$ cat src/rtl/sbi_pkg.sv
package sbi_pkg;
  localparam int unsigned NREG_DEF  = 16;
  localparam int unsigned NSRC_DEF  = 3;
  localparam int unsigned STGW_DEF  = 3;
  localparam int unsigned STG_LAST  = 6;   // deepest result stage (writeback)
  localparam int unsigned HOLD_MAX  = STG_LAST - 1;
endpackage

$ cat src/rtl/sbi_entry.sv
// One scoreboard slot: counts down the cycles until a register's result sits at
// the stage where a consumer of read stage N can pick it up (value < N).
module sbi_entry #(
  parameter int unsigned CNTW = 3
) (
  input  logic            clk,
  input  logic            rst_n,
  input  logic            clr,
  input  logic            load,
  input  logic [CNTW-1:0] load_val,
  output logic [CNTW-1:0] cnt
);
  always_ff @(posedge clk or negedge rst_n) begin
    if (!rst_n)           cnt <= '0;
    else if (clr)         cnt <= '0;
    else if (load)        cnt <= load_val;
    else if (cnt != '0)   cnt <= cnt - 1'b1;
  end
endmodule

$ cat src/rtl/sbi_cmp.sv
// Selects one register's countdown and compares it with a stage number.
// Used both for operand reads (stage = read stage) and for write ordering
// (stage = new result stage): both hazards are "countdown >= stage".
module sbi_cmp #(
  parameter int unsigned NREG = 16,
  parameter int unsigned REGW = 4,
  parameter int unsigned CNTW = 3
) (
  input  logic                 en,
  input  logic [REGW-1:0]      idx,
  input  logic [CNTW-1:0]      stg,
  input  logic [NREG*CNTW-1:0] cnt_all,
  output logic                 hit
);
  logic [CNTW-1:0] sel;
  always_comb begin
    sel = cnt_all[idx*CNTW +: CNTW];
    hit = en && (sel >= stg);
  end
endmodule

$ cat src/rtl/scalar_interlock.sv
module scalar_interlock
  import sbi_pkg::*;
#(
  parameter int unsigned NREG = NREG_DEF,
  parameter int unsigned NSRC = NSRC_DEF,
  parameter int unsigned STGW = STGW_DEF,
  localparam int unsigned REGW = $clog2(NREG)
) (
  input  logic                 clk,
  input  logic                 rst_n,
  input  logic                 flush,
  input  logic                 in_valid,
  output logic                 in_ready,
  input  logic [NSRC-1:0]      src_en,
  input  logic [NSRC*REGW-1:0] src_idx,
  input  logic [NSRC*STGW-1:0] src_stg,
  input  logic                 dst_en,
  input  logic [REGW-1:0]      dst_idx,
  input  logic [STGW-1:0]      dst_stg,
  output logic                 raw_hold,
  output logic                 waw_hold
);
  localparam int unsigned CNTW = STGW;

  logic [NREG*CNTW-1:0] cnt_all;
  logic [NSRC-1:0]      src_hit;
  logic                 waw_hit;
  logic                 accept;
  logic [CNTW-1:0]      load_val;

  // Result at stage P: one cycle after acceptance the entry shows P-1.
  assign load_val = CNTW'(dst_stg - 1'b1);
  assign accept   = in_valid && in_ready;

  for (genvar r = 0; r < NREG; r++) begin : g_ent
    sbi_entry #(.CNTW(CNTW)) u_ent (
      .clk      (clk),
      .rst_n    (rst_n),
      .clr      (flush),
      .load     (accept && dst_en && (dst_idx == REGW'(r))),
      .load_val (load_val),
      .cnt      (cnt_all[r*CNTW +: CNTW])
    );
  end

  for (genvar k = 0; k < NSRC; k++) begin : g_src
    sbi_cmp #(.NREG(NREG), .REGW(REGW), .CNTW(CNTW)) u_raw (
      .en      (src_en[k]),
      .idx     (src_idx[k*REGW +: REGW]),
      .stg     (src_stg[k*STGW +: STGW]),
      .cnt_all (cnt_all),
      .hit     (src_hit[k])
    );
  end

  sbi_cmp #(.NREG(NREG), .REGW(REGW), .CNTW(CNTW)) u_waw (
    .en      (dst_en),
    .idx     (dst_idx),
    .stg     (dst_stg),
    .cnt_all (cnt_all),
    .hit     (waw_hit)
  );

  assign raw_hold = |src_hit;
  assign waw_hold = waw_hit;
  assign in_ready = !flush && !raw_hold && !waw_hold;
endmodule

$ cat config.mk
export PLATFORM = sky130hd
export DESIGN_NAME = scalar_interlock
export DESIGN_NICKNAME = d
export VERILOG_FILES = /design/src/rtl/sbi_pkg.sv /design/src/rtl/sbi_entry.sv /design/src/rtl/sbi_cmp.sv /design/src/rtl/scalar_interlock.sv
export SDC_FILE = /design/constraint.sdc
export NUM_CORES = 1
export LEC_CHECK = 0
export CORE_MARGIN = 8
export CORE_UTILIZATION = 40
export CTS_BUF_LIST = sky130_fd_sc_hd__clkbuf_4 sky130_fd_sc_hd__clkbuf_8 sky130_fd_sc_hd__clkbuf_16
export DETAILED_ROUTE_END_ITERATION = 8
export SLEW_MARGIN = 5
export SYNTH_ARGS = -nofsm -noshare
export SYNTH_HDL_FRONTEND = slang
export SYNTH_SLANG_ARGS = --single-unit
$ cat constraint.sdc
create_clock -name clk -period 8.9 [get_ports clk]
set_clock_uncertainty 0.05 [all_clocks]
set_input_delay 2.67 -clock clk [delete_from_list [all_inputs] [get_ports clk]]
set_output_delay 2.67 -clock clk [all_outputs]
set_load 0.01 [all_outputs]
# == Word level (Yosys, flattened, before mapping) ==
# Cells that the tools add are included.
# Widths: inputs -> output; s select.
# totals
reg_bits,48
out_inout_bits,3
# op_classes
n_addsub,17
n_mul,4
order_cmp,4
eq_ne,15
shifts,4
mux,48
n_reduce_logical,61
# ops
operator,count
$shiftx 48x7->3,4
$mux 3,48
$reduce_bool 3->1,32
$sub 3x1->3 const B,17
$eq 4x4->1 const B,8
$logic_and 1x1->1,24
$mul 4x2->6 const B,4
$eq 4x3->1 const B,4
$ge 3x3->1,4
$eq 4x2->1 const B,2
$eq 4x1->1 const B,1
$logic_not 4->1,1
$logic_not 1->1,3
$reduce_or 3->1,1

# == Longest topological paths before layout ==
# depth
word_depth,13
ltp_mapped,12
ltp_nobuf,9

# == Hierarchy ==
# From an unflattened synthesis, not the netlist that was laid out.
# unflattened
cells_unflattened,508
hier_area_um2,5318.9
# by_module_without_submodules
mod,instances,cells_per_inst,area_each_um2,seq_area_each_um2
sbi_entry,16,20,201.4,75.1
sbi_cmp,4,38,464.2,0.0
scalar_interlock,1,36,239.0,0.0

# == Least setup slack after synthesis ==
# Ideal clock, no wire load.
# synth_timing
path_kind,input port to output port
startpoint,in src_idx[8]
endpoint,out in_ready
t_arrival_ns,5.220
t_required_ns,6.180
slack_ns,0.960
stages,11
n_path_buf,2
path_cell_list,buf_6 -> mux4_1 -> mux4_2 -> inv_1 -> ha_1 -> nand2b_1 -> a211oi_1 -> o22a_2 -> buf_6 -> nand2_1 -> nor3_1
# synth_between
elab_chain_cells,8
# synth_rtl
element,line_no,text
start: declaration,scalar_interlock.sv:15,"input logic [NSRC*REGW-1:0] src_idx,"
$mul 4x2->6,sbi_cmp.sv:17,sel = cnt_all[idx*CNTW +: CNTW];
$shiftx 48x7->3,sbi_cmp.sv:17,
$ge 3x3->1,sbi_cmp.sv:18,hit = en && (sel >= stg);
$logic_and 1x1->1,sbi_cmp.sv:18,
$reduce_or 3->1,scalar_interlock.sv:64,assign raw_hold = |src_hit;
via raw_hold,scalar_interlock.sv:20,"output logic raw_hold,"
$logic_not 1->1,scalar_interlock.sv:66,assign in_ready = !flush && !raw_hold && !waw_hold;
$logic_and 1x1->1 (2 in series),scalar_interlock.sv:66,
end: declaration,scalar_interlock.sv:13,"output logic in_ready,"
# The timed path passes the listed nets, and every way through them passes these cells.

# == Worst setup path in the final report ==
# layout_timing
startpoint,in src_idx[8]
endpoint,out raw_hold
# layout_between
elab_chain_cells,5
# layout_rtl
element,line_no
$mul 4x2->6,sbi_cmp.sv:17
$shiftx 48x7->3,sbi_cmp.sv:17
$ge 3x3->1,sbi_cmp.sv:18
$logic_and 1x1->1,sbi_cmp.sv:18
$reduce_or 3->1,scalar_interlock.sv:64
end: declaration,scalar_interlock.sv:20
# Every way passes these cells.

==> results.txt <==
The setup slack at placement is 0.0803 ns. The global-route wire length before repair is 21.4 mm. The floorplan step set the die width to 129 um.

The clock transition at the registers of the reported paths came out at 0.07 ns. The multi-input combinational cells in the finished layout cover a total of 3520 um^2. The multiplexer share of the synthesized area came out at 0.381. The leakage power total came out at 2.63 nW.

The worst endpoint data arrival time is 5.90 ns. The power per unit of standard cell area came out at 303 nW/um^2. The detail route stage leaves a number of antenna-violating nets equal to 0. The number of vias per cell came out at 5.75. In this run the core area contains 41 standard-cell rows. Entering global routing, the biggest net connects 56 pins. Data on the critical path is required at its endpoint by 6.18 ns. The post-synthesis share of cell area spent on full adders, half adders and majority gates is 0.110.

The first-pass iteration count of the detailed router came out at 5. The number of antenna violations at the first check in global routing is 0. The clock share of power is 0.109. The average footprint of a synthesized cell came out at 10.7 um^2. The detailed router's first-iteration violation count is 320. After synthesis, the largest family of logic cells by area is multiplexers.

The number of synthesized flops with an enable pin came out at 0. Summed over all nets, the switching power comes to 0.000767 W. The count of cells along the worst register-to-register path is 10. Buffers inserted during clock tree synthesis total 5. After detailed routing, the average wire length per cell comes to 19.6 um.

The worst hold-check path type is flip-flop to flip-flop. The core area is 12600 um^2. The fraction of the mapped netlist area in simple logic gates came out at 0.123.

Of the cells placed in the final design, the portion with a size suffix greater than 1 is 0.255. The flip-flop count of the largest register after layout came out at 48. After layout, the worst setup slack is 0.285 ns.

The max-slew violation count came out at 0. The internal power consumption is 0.00102 W. Yosys printed 0 warnings. The count of unique library cells instantiated by Yosys is 29. The count of H-tree levels built during CTS came out at 2. Setup repair after global routing left no endpoint under its margin. For this run, the register share of the synthesized area comes to 0.235. The run finished with clean final reports. The tree is rooted in a sky130_fd_sc_hd__clkbuf_16.

The startpoint of the most critical register-to-register path is g_ent[0].u_ent.cnt[0]. The synthesis-stage register bit count is 48. The count of inserted antenna diode cells is 0. The post-route total power came out at 0.00179 W. Of all flip-flops after synthesis, the portion carrying an async set or reset was 1.00. The switching power share of the total came out at 0.429. The filler cell count came out at 1158. The instance area at placement came out at 5760 um^2. The reported max-cap violation count is 0. The cell depth of the worst min-delay path came out at 3. The sequential cell fraction of total power is 0.280. The worst pin sits at a relative slew slack of 0.398.

STA classifies the critical path endpoint as a primary output. Hold timing on the final database bottoms out at a slack of 0.714 ns. The total congestion overflow came out at 0. The cell area after synthesis came out at 5110 um^2. The layout net count is 601. The placed wire-length estimate is 10.4 mm.

Setup violations remaining at the end of the flow were counted as 0. The global placement routability congestion came out at 0.923. The initial core utilization came out at 0.406. Of the available clock period, the critical path in the final layout requires 0.968.

TritonCTS built the clock tree. The maximum clock rate is 116 MHz. The global-route usage over all layers is 0.169. The register ranked first by flip-flop count is g_ent.u_ent.cnt. The overall via count from detail_route is 3983. The critical path starts at src_idx[8]. Buffers placed on the I/O ports in this run total 38. The height of the die is 129 um. The fraction of power consumed by combinational cells is 0.611. The worst setup path is launched from an input port. The number of cells produced by synthesis came out at 479. In the final layout, the registers with the most flip-flops are g_ent.u_ent.cnt: 48 flops.

The die outline area is 16600 um^2. After routing the design area is 5910 um^2. The I/O pin count came out at 39.

The maximum clock insertion buffer count came out at 2. The total count of hold-check failures in the final report is 0. The combined flip-flop and latch cell area is 1200 um^2. The kind of critical path is input port to primary output. The sum of negative setup slack is 0 ns. For this design, the sink count on the clock tree is 48. The remaining design rule violation count came out at 0.

The share of the synthesized area in compound gates (AO/OA/AOI/OAI) is 0.0451. The xor-xnor portion of the synthesized cell area came out at 0.0291. At the later pin of the worst-skew pair, clock insertion delay measures 0.30 ns.

The net count of the mapped netlist is 560. In this run the most critical hold path is launched from g_ent[5].u_ent.cnt[2]. The area growth from synthesis to layout came out at 15.6%. The final layout contains routed wiring with a total length of 13.6 mm.

Subtracting the final worst setup slack from the clock period gives 8.62 ns. The number of global-route vias before repair came out at 3836. In the synthesized netlist the dominant register cell turns out to be sky130_fd_sc_hd__dfrtp_1.

At the pin with the least slew margin, the transition time is 0.903 ns. Along the worst path, the maximum fanout reaches 12. The worst supply voltage drop on vdd came out at 0.000124 V.
==> placed cells by master (no fill, tap or decap), types with 15 or more instances in the layout <==
cell type and n:
sky130_fd_sc_hd__mux4_2 45, sky130_fd_sc_hd__a21oi_1 32, sky130_fd_sc_hd__nor2_1 101, sky130_fd_sc_hd__clkdlybuf4s50_1 35
sky130_fd_sc_hd__xor2_1 16, sky130_fd_sc_hd__inv_1 64, sky130_fd_sc_hd__dfrtp_1 48, sky130_fd_sc_hd__mux2_2 48
sky130_fd_sc_hd__mux4_1 15, sky130_fd_sc_hd__ha_1 45
==> power groups by stage <==
| stage | Sequential, W | Clock (W) | Combinational (W) |
|---|---|---|---|
| after floorplan | 0.000417 | 0 | 0.000882 |
| after global placement | 0.000490 | 0 | 0.00104 |
| after detailed placement | 0.000497 | 0 | 0.00109 |
| after CTS | 0.000493 | 0.000200 | 0.00110 |
| after global routing | 0.000516 | 0.000207 | 0.00122 |
| final | 0.000501 | 0.000195 | 0.00109 |
==> per-layer routing <==
layer	vias up	global-route usage	share of wire
met4	0	0.0636	0.024
met2	181	0.276	0.47
met3	24	0.0296	0.076
met1	1958	0.218	0.43
met5	-	0	0
li1	1820	-	-
==> synthesized netlist by cell type (5+ instances only) <==
library cell | count | area [um^2]
sky130_fd_sc_hd__nor2_1 | 102 | 383
sky130_fd_sc_hd__inv_1 | 64 | 240
sky130_fd_sc_hd__dfrtp_1 | 48 | 1200
sky130_fd_sc_hd__mux2_2 | 48 | 541
sky130_fd_sc_hd__ha_1 | 45 | 563
sky130_fd_sc_hd__mux4_2 | 45 | 1010
sky130_fd_sc_hd__a21oi_1 | 32 | 160
sky130_fd_sc_hd__xor2_1 | 16 | 140
sky130_fd_sc_hd__mux4_1 | 15 | 394
sky130_fd_sc_hd__buf_2 | 9 | 45.0
sky130_fd_sc_hd__nand4_2 | 9 | 113
sky130_fd_sc_hd__clkbuf_1 | 7 | 26.3
sky130_fd_sc_hd__o21ai_0 | 6 | 30.0
sky130_fd_sc_hd__buf_6 | 5 | 56.3
==> final cells by class <==
class	instances	share of cell area
Clock inverter	2	0.00169
Sequential cell	48	0.203
Inverter	64	0.0407
Tap cell	172	0.0364
Clock buffer	6	0.0235
Timing Repair Buffer	57	0.0979
Multi-Input combinational cell	344	0.596
==> worst max-delay path, stage by stage <==
cell and delay (ns):
sky130_fd_sc_hd__clkdlybuf4s50_1 0.50, sky130_fd_sc_hd__buf_12 0.16, sky130_fd_sc_hd__mux4_1 0.57, sky130_fd_sc_hd__mux4_2 0.46, sky130_fd_sc_hd__inv_1 0.07, sky130_fd_sc_hd__ha_1 0.21, sky130_fd_sc_hd__nand2b_1 0.14, sky130_fd_sc_hd__a211oi_1 0.26
sky130_fd_sc_hd__o22a_2 0.23, sky130_fd_sc_hd__nand2_1 0.12, sky130_fd_sc_hd__clkdlybuf4s50_1 0.51
==> logic make-up after synthesis <==
family          Yosys count
compound gates           43
simple gates            131
fa+ha+maj                45
flops                    48
mux                     108
xor+xnor                 17
buf+inv                  87
==> stage by stage <==
stage / instances / util
final: 693 / 0.470
after detailed placement: 685 / 0.458
after floorplan: 479 / -
after CTS: 693 / 0.470
after global placement: 685 / 0.458
after global routing: 693 / 0.470
==> worst paths after layout <==
kind	endpoint	slack, ns
setup / recovery	raw_hold	0.28
setup reg to reg	g_ent[7].u_ent.cnt[2]	5.37
max in group asynchronous	g_ent[6].u_ent.cnt[2]	5.94
hold / removal	g_ent[5].u_ent.cnt[2]	0.71
hold reg to reg	g_ent[5].u_ent.cnt[2]	0.71
min in group asynchronous	g_ent[9].u_ent.cnt[2]	2.43
==> timing repair <==
item,4_1_cts,5_1_grt
hold buffers,0,0
hold endpoints to repair,0,0
setup buffers,0,0
setup endpoints to repair,0,1
resized for setup,0,1
Power figures use the tool's default switching activity.
